## config.mk

```make
export PLATFORM = sky130hd
export DESIGN_NAME = mode_fault_seq
export DESIGN_NICKNAME = d
export VERILOG_FILES = /design/src/rtl/msw_pkg.sv /design/src/rtl/msw_edge.sv /design/src/rtl/msw_tick_cnt.sv /design/src/rtl/mode_fault_seq.sv
export SDC_FILE = /design/constraint.sdc
export NUM_CORES = 1
export LEC_CHECK = 0
export ABC_AREA = 1
export ABC_CLOCK_PERIOD_IN_PS = 4400
export CAP_MARGIN = 15
export CORE_MARGIN = 1.5
export CORE_UTILIZATION = 55
export CTS_BUF_LIST = sky130_fd_sc_hd__clkbuf_16
export CTS_CLUSTER_SIZE = 40
export DETAILED_ROUTE_END_ITERATION = 10
export DONT_BUFFER_PORTS = 1
export PLACE_DENSITY_LB_ADDON = 0.1
export RECOVER_POWER = 25
export SETUP_SLACK_MARGIN = 0.05
export SLEW_MARGIN = 30
export SYNTH_ARGS = -nofsm -noshare
export SYNTH_HDL_FRONTEND = slang
export SYNTH_SLANG_ARGS = --single-unit
```

## constraint.sdc

```tcl
create_clock -name clk -period 4.4 [get_ports clk]
set_clock_uncertainty 0.15 [all_clocks]
set_input_delay 0.66 -clock clk [delete_from_list [all_inputs] [get_ports clk]]
set_output_delay 0.66 -clock clk [all_outputs]
set_load 0.02 [all_outputs]
```

## src/rtl/msw_pkg.sv

```systemverilog
package msw_pkg;

    typedef enum logic [2:0] {
        MS_STOP      = 3'd0,
        MS_RUN       = 3'd1,
        MS_HOLD_RUN  = 3'd2,
        MS_HOLD_STOP = 3'd3,
        MS_REARM     = 3'd4
    } ms_state_e;

    typedef struct packed {
        ms_state_e state;
        logic      clr;
    } ms_ctl_s;

endpackage

```

## src/rtl/msw_edge.sv

```systemverilog
module msw_edge (
    input  logic clk,
    input  logic rst_n,
    input  logic lvl,
    output logic rise,
    output logic fall
);

    logic lvl_d, lvl_q;

    always_comb begin
        lvl_d = lvl;
        rise  = lvl & ~lvl_q;
        fall  = ~lvl & lvl_q;
    end

    // The switch is assumed to sit at Run during reset.
    always_ff @(posedge clk or negedge rst_n) begin
        if (!rst_n) lvl_q <= 1'b1;
        else        lvl_q <= lvl_d;
    end

endmodule

```

## src/rtl/msw_tick_cnt.sv

```systemverilog
module msw_tick_cnt #(
    parameter int MAX = 500
) (
    input  logic                         clk,
    input  logic                         rst_n,
    input  logic                         clr,
    input  logic                         tick,
    output logic [$clog2(MAX+1)-1:0]     cnt
);

    localparam int W = $clog2(MAX + 1);

    logic [W-1:0] cnt_d, cnt_q;

    always_comb begin
        cnt_d = cnt_q;
        if (clr)                          cnt_d = '0;
        else if (tick && cnt_q < W'(MAX)) cnt_d = cnt_q + 1'b1;
    end

    always_ff @(posedge clk or negedge rst_n) begin
        if (!rst_n) cnt_q <= '0;
        else        cnt_q <= cnt_d;
    end

    assign cnt = cnt_q;

    AST_CNT_STEP: assert property (@(posedge clk) disable iff (!rst_n)
        1'b1 |=> (cnt_q == '0 || cnt_q == $past(cnt_q) || cnt_q == $past(cnt_q) + 1'b1));

endmodule

```

## src/rtl/mode_fault_seq.sv

```systemverilog
module mode_fault_seq
    import msw_pkg::*;
#(
    parameter int DWELL_TICKS  = 500,
    parameter int WINDOW_TICKS = 5000,
    parameter int BLINK_SHIFT  = 7
) (
    input  logic clk,
    input  logic rst_n,
    input  logic tick,
    input  logic sw_run,
    input  logic sw_en,
    input  logic fault_fatal,
    output logic mode_run,
    output logic fault_clr,
    output logic run_led
);

    localparam int DW = $clog2(DWELL_TICKS + 1);
    localparam int WW = $clog2(WINDOW_TICKS + 1);

    logic          rise, fall;
    logic [DW-1:0] dwell_cnt;
    logic [WW-1:0] win_cnt;
    logic          dwell_clr, win_clr;
    logic          dwell_ok, win_done, in_window;
    ms_ctl_s       st_d, st_q;

    msw_edge u_edge (
        .clk  (clk),
        .rst_n(rst_n),
        .lvl  (sw_run),
        .rise (rise),
        .fall (fall)
    );

    msw_tick_cnt #(.MAX(DWELL_TICKS)) u_dwell (
        .clk  (clk),
        .rst_n(rst_n),
        .clr  (dwell_clr),
        .tick (tick),
        .cnt  (dwell_cnt)
    );

    msw_tick_cnt #(.MAX(WINDOW_TICKS)) u_window (
        .clk  (clk),
        .rst_n(rst_n),
        .clr  (win_clr),
        .tick (tick),
        .cnt  (win_cnt)
    );

    always_comb begin
        st_d      = st_q;
        st_d.clr  = 1'b0;
        dwell_ok  = dwell_cnt >= DW'(DWELL_TICKS);
        win_done  = win_cnt >= WW'(WINDOW_TICKS);
        in_window = (st_q.state == MS_HOLD_RUN) || (st_q.state == MS_HOLD_STOP) ||
                    (st_q.state == MS_REARM);

        unique case (st_q.state)
            MS_STOP: begin
                if (sw_en && rise)
                    st_d.state = fault_fatal ? MS_HOLD_RUN : MS_RUN;
            end
            MS_RUN: begin
                if (fault_fatal || (sw_en && fall))
                    st_d.state = MS_STOP;
            end
            MS_HOLD_RUN: begin
                if (!sw_en)        st_d.state = MS_STOP;
                else if (fall)     st_d.state = dwell_ok ? MS_HOLD_STOP : MS_REARM;
                else if (win_done) st_d.state = MS_STOP;
            end
            MS_HOLD_STOP: begin
                if (!sw_en) st_d.state = MS_STOP;
                else if (rise) begin
                    if (dwell_ok) begin
                        st_d.state = MS_RUN;
                        st_d.clr   = 1'b1;
                    end else begin
                        st_d.state = MS_HOLD_RUN;
                    end
                end else if (win_done) st_d.state = MS_STOP;
            end
            MS_REARM: begin
                if (!sw_en)        st_d.state = MS_STOP;
                else if (rise)     st_d.state = MS_HOLD_RUN;
                else if (win_done) st_d.state = MS_STOP;
            end
            default: st_d.state = MS_STOP;
        endcase

        win_clr   = !in_window;
        dwell_clr = !in_window || (st_d.state != st_q.state);
    end

    always_ff @(posedge clk or negedge rst_n) begin
        if (!rst_n) st_q <= '{state: MS_STOP, clr: 1'b0};
        else        st_q <= st_d;
    end

    assign mode_run  = (st_q.state == MS_RUN);
    assign fault_clr = st_q.clr;
    assign run_led   = (st_q.state == MS_RUN) ? 1'b1 :
                       in_window ? ~win_cnt[BLINK_SHIFT] : 1'b0;

    AST_PULSE_IN_RUN: assert property (@(posedge clk) disable iff (!rst_n)
        st_q.clr |-> st_q.state == MS_RUN);
    AST_PULSE_SINGLE: assert property (@(posedge clk) disable iff (!rst_n)
        st_q.clr |=> !st_q.clr);
    AST_PLAIN_STOP_NO_PULSE: assert property (@(posedge clk) disable iff (!rst_n)
        st_q.state == MS_STOP |=> !st_q.clr);
    AST_FATAL_BLOCKS_RUN: assert property (@(posedge clk) disable iff (!rst_n)
        (st_q.state == MS_STOP && fault_fatal) |=> st_q.state != MS_RUN);
    AST_RUN_TO_STOP: assert property (@(posedge clk) disable iff (!rst_n)
        (st_q.state == MS_RUN && sw_en && fall) |=> st_q.state == MS_STOP);
    AST_DISABLED_HOLDS: assert property (@(posedge clk) disable iff (!rst_n)
        (!sw_en && st_q.state != MS_RUN) |=> st_q.state == MS_STOP);
    AST_WIN_LIMIT: assert property (@(posedge clk) disable iff (!rst_n)
        in_window |-> win_cnt <= WW'(WINDOW_TICKS));

endmodule

```

Word level (Yosys, flattened, before mapping)
Cells that the tools add are included.

Register bits after elaboration: 27. Output and inout bits: 3. Logic and storage cells: 56.

Add/subtract/negate cells: 2. Magnitude comparators: 4. Eq/ne operators: 6. Muxes and demuxes: 23. Bitwise operators: 5. Reductions and logical operators: 11.

Operators with widths (count): 3-bit 2-to-1 mux (10); 13-bit 2-to-1 mux (2); 9-bit 2-to-1 mux (2); 3-bit one-hot mux with 5 select lines (1); 13-bit by 1-bit adder with 13-bit output (second input constant) (1); 13-bit greater-or-equal comparator (second input constant) (1); 13-bit < comparator (second input constant) (1); 9-bit by 1-bit adder with 9-bit output (second input constant) (1); 9-bit greater-or-equal comparator (second input constant) (1); 9-bit < comparator (second input constant) (1); 3-bit by 2-bit == test with 1-bit output (second input constant) (2); 1-bit 2-to-1 mux (6); 1-bit logical AND (4); 1-bit logical OR (4); 2-bit 2-to-1 mux (2); 3-bit by 1-bit == test with 1-bit output (second input constant) (1); 3-bit == test (second input constant) (1); 3-bit zero test (1); 3-bit != test (1); 1-bit inverter (3); 1-bit bitwise AND (2); 2-bit by 1-bit != test with 1-bit output (second input constant) (1); 2-bit nonzero test (1); 1-bit zero test (1).

Longest topological paths before layout
Depth in word-level cells: 9. Mapped depth: 12.

By module
Synthesis repeated with hierarchy kept, for this count alone.

Cells, all modules: 300. Area, all modules: 1900.6 µm².

By module, submodules not included: msw_tick_cnt (u_window) (instances 1, cells an instance 134, area each 864.6 µm²); msw_tick_cnt (u_dwell) (instances 1, cells an instance 75, area each 544.3 µm²); mode_fault_seq (instances 1, cells an instance 86, area each 450.4 µm²); msw_edge (instances 1, cells an instance 5, area each 41.3 µm²).

Worst setup path after synthesis
No wires, ideal clock.

Kind: register -> output. Start point: register st_q[2] in the netlist's numbering. End point: output run_led. Arrival time: 1360 ps. Required time: 3590 ps. Slack: 2230 ps. Cell stages (with the launch flop): 8. Cells stage by stage: dfrtp_1 -> buf_6 -> nor2_2 -> nand2_2 -> nand2_4 -> buf_6 -> inv_1 -> o21bai_1.

Longest elaborated chain between the ends: 5. Elaborated cells on any way between the ends: 8. Those cells by class: eq/ne: 4; mux: 2; reduce/logical: 2.

RTL lines: start: declaration (RTL line mode_fault_seq.sv:27) `ms_ctl_s st_d, st_q;`; start signal: assignment (RTL line mode_fault_seq.sv:99) `if (!rst_n) st_q <= '{state: MS_STOP, clr: 1'b0};`; start signal: assignment (RTL line mode_fault_seq.sv:100) `else st_q <= st_d;`; 3-bit by 2-bit == test with 1-bit output (RTL line mode_fault_seq.sv:58) `in_window = (st_q.state == MS_HOLD_RUN) || (st_q.state == MS_HOLD_STOP) ||`; 1-bit logical OR (2 in series) (RTL line mode_fault_seq.sv:58); 1-bit 2-to-1 mux (RTL line mode_fault_seq.sv:106) `in_window ? ~win_cnt[BLINK_SHIFT] : 1'b0;`; 1-bit 2-to-1 mux * (RTL line mode_fault_seq.sv:105) `assign run_led = (st_q.state == MS_RUN) ? 1'b1 :`; end: declaration (RTL line mode_fault_seq.sv:16) `output logic run_led`.

Mark *: on every way between the ends. The rest lies on a longest branch, timed or not.

Final worst setup path
Same ends and word-level chain as after synthesis.

==> impl_metrics.yaml <==
status:
  status: "complete, no violations"
critical_path:
  r2r_cells: 9
  arrival_ps: 1720
  crit_required_ps: 3590
  worstSetupPathType: "register to output pin"
  path_max_fanout: 11
  end_kind: "output pin"
  startpoint_type: "register"
pwr:
  p_leak_nw: 0.8481
  p_per_area_nw_per_um2: 398.5
  ir_drop_mv: 0.1888
  finalPower_uw: 749.9
synth:
  yosysSeqAreaShare_pct: 38.40
  netlist.area_leader.share_pct: 36.91
  synth_top_family_by_area: "simple AND/OR/NAND/NOR gates"
  netlist_area_um2: 1763
  yosys.area_share.simple_pct: 38.75
  synth_warnings: 0
  synthXorXnorAreaFrac_pct: 3.478
  syn-num-nets: 225
  synth_fa_ha_area_share_pct: 2.839
  synth_area_leaders: "dfrtp_1, nand2_1, inv_1"
  synth.largest_area_cell: "dfrtp_1"
  synth.distinct_cells: 32
  netlist_instances: 215
  syn_avg_cell_area_um2: 8.200
  ys_seq_elements: 27
  yosys-mux-area-fraction_pct: 0
  synth_compound_area_share_pct: 7.807
die:
  fp.dieW_um: 59.62
  die_h_um: 59.62
  num_rows: 20
  initial_core_util_pct: 57.75
  die_area_um2: 3554
  pin_count: 9
  core_area_um2: 3053
route:
  drtPass1Iterations: 5
  routed_wl_mm: 3.209
  vias: 1361
  ant_nets: 0
  route.detailed.drc: 0
  drt_iter0_markers: 45
  vias_per_cell: 5.195
  routedWlPerCell_um: 12.25
timing:
  hold_viol: 0
  maxSlewViolCount: 0
  grt_setup_unrepaired: "no"
  fin_tns_setup_ps: 0
  tightest_slew_ps: 1376
  period_share_pct: 57.55
  setup_violations: 0
  min_period_ps: 2532
  setup_ws_ps: 1868
  maxSlewHeadroom_pct: 8.274
  fmax_ghz: 0.3949
grt:
  grtUsageTotal_pct: 21.39
  antenna_found_initial: 0
  grt_first_pass_wirelength_mm: 5.809
  grt_max_degree: 27
  grt_pass1_vias: 1351
  grt_overflow_total: 0
clocking:
  clkTransAtPathRegs_ps: 70
  cts_buffers: 3
  tritoncts: "yes"
  clock_latency_ps: 260
  root_buffer: "clkbuf_16"
  cts_setup_buffers: 0
  clock_path_buffers: 2
  clkSinkCount: 27
  htreeDepth: 1
cells_and_area:
  final_nets: 229
  num_antenna_cells: 0
  drive_gt1_share_pct: 22.02
  area_growth_pct: 6.742
  fillers: 288
placement:
  hpwl_mm: 2.451
  port_buffers: 0
  routabilityCongestion: 0.8762
  place_ws_ps: 2126
min_path:
  min_path_type: "primary input to async pin"
job:
  drv_cap: 0
## area by class of cell
type	instances	area [µm²]	share of cell area [%]
repair buffers	1	3.754	0.1995
inverters	35	131.4	6.981
clock inverters	1	7.507	0.3989
flip-flops and latches	27	676.9	35.97
clock buffers	3	75.07	3.989
multi-input cells	151	932.1	49.53
well taps	44	55.05	2.926
## registers in the layout, summed over array words and instances, names as in the netlist
name          count
u_window.cnt     13
u_dwell.cnt       9
u_edge.lvl_q      1
fault_clr         1
st_q              3
## cells by family after synthesis
group                    after synthesis
flip-flops                            27
AND/OR/NAND/NOR                      116
AO/OA/AOI/OAI                         24
XOR/XNOR                               7
buffers and inverters                 37
adder cells (fa/ha/maj)                4
## path summary, 6_finish.rpt
path                                       from               to  slack (ps)
min in group clk                         sw_run     u_edge.lvl_q         240
worst max register to register          st_q[2]   u_dwell.cnt[1]        2340
worst min register to register  u_window.cnt[6]  u_window.cnt[6]         360
worst min-delay path                      rst_n     u_edge.lvl_q          90
worst max-delay path                    st_q[2]          run_led        1870
max in group asynchronous                 rst_n  u_window.cnt[7]        2740
## Yosys cell counts
library cell and count:
buf_6 2, nor4_1 1, nand3_2 1, a21oi_4 1, nor2_2 4, nand2_4 1, o21bai_1 2, a31oi_1 1
ha_1 4, o21ai_0 9, dfrtp_1 26, nor2_1 13, xnor2_1 1, nand3_4 2, o21ai_1 1, a21oi_1 10
nand3b_1 1, dfstp_2 1, or2_0 1, inv_2 4, nor3_2 11, nand2_1 36, xor2_1 6, nand2_2 15
nand3_1 12, nor3b_1 1, nor3_1 7, nor2_8 1, nand4_1 6, inv_1 30, nor2_4 3, clkinv_1 1
## what timing repair did
action | 4_1_cts | 5_1_grt
endpoints found under the hold margin | 26 | 0
resized for setup | 0 | 0
hold buffers | 1 | 0
## worst max-delay path: stages, from the launching register on
cell and delay (ps):
dfrtp_1 480, nor2_2 200, nand2_2 110, nand2_4 140, inv_1 140, o21bai_1 390
## per-layer routing
metal / share of wire [%] / global-route usage [%] / vias to the layer above / wire length, µm
met1: 46 / 28.61 / 650 / 1473
li1: - / - / 695 / -
met2: 51 / 37.52 / 14 / 1643
met5: 0 / 0 / - / 0
met3: 2.6 / 1.965 / 2 / 83
met4: 0.25 / 4.762 / 0 / 8
## cells in the final DEF, fill, tap and decap left out, types with 2 or more instances in the layout
cell type	instances
nand2_1	36
inv_1	30
dfrtp_1	26
nand2_2	15
nor2_1	13
nand3_1	12
nor3_2	11
a21oi_1	10
o21ai_0	9
nor3_1	7
nand4_1	6
xor2_1	6
inv_2	4
nor2_2	4
ha_1	4
nor2_4	3
clkbuf_16	3
o21bai_1	2
nand3_4	2
## per-stage QoR
step	cells	hold WS (ps)	utilization [%]	instance area, µm²
floorplan	215	214.4	-	1763
global placement	257	215.1	58.81	1795
detailed placement	257	215.1	58.81	1795
CTS	262	64.84	62.17	1898
global route	262	77.36	61.64	1882
finish	262	88.98	61.64	1882
## report_power, final
group,switching (mW),internal [mW],total [mW]
registers,0.0203,0.263,0.283
clock network,0.0826,0.123,0.206
logic,0.189,0.0715,0.261
(Power assumes the default switching activity.)
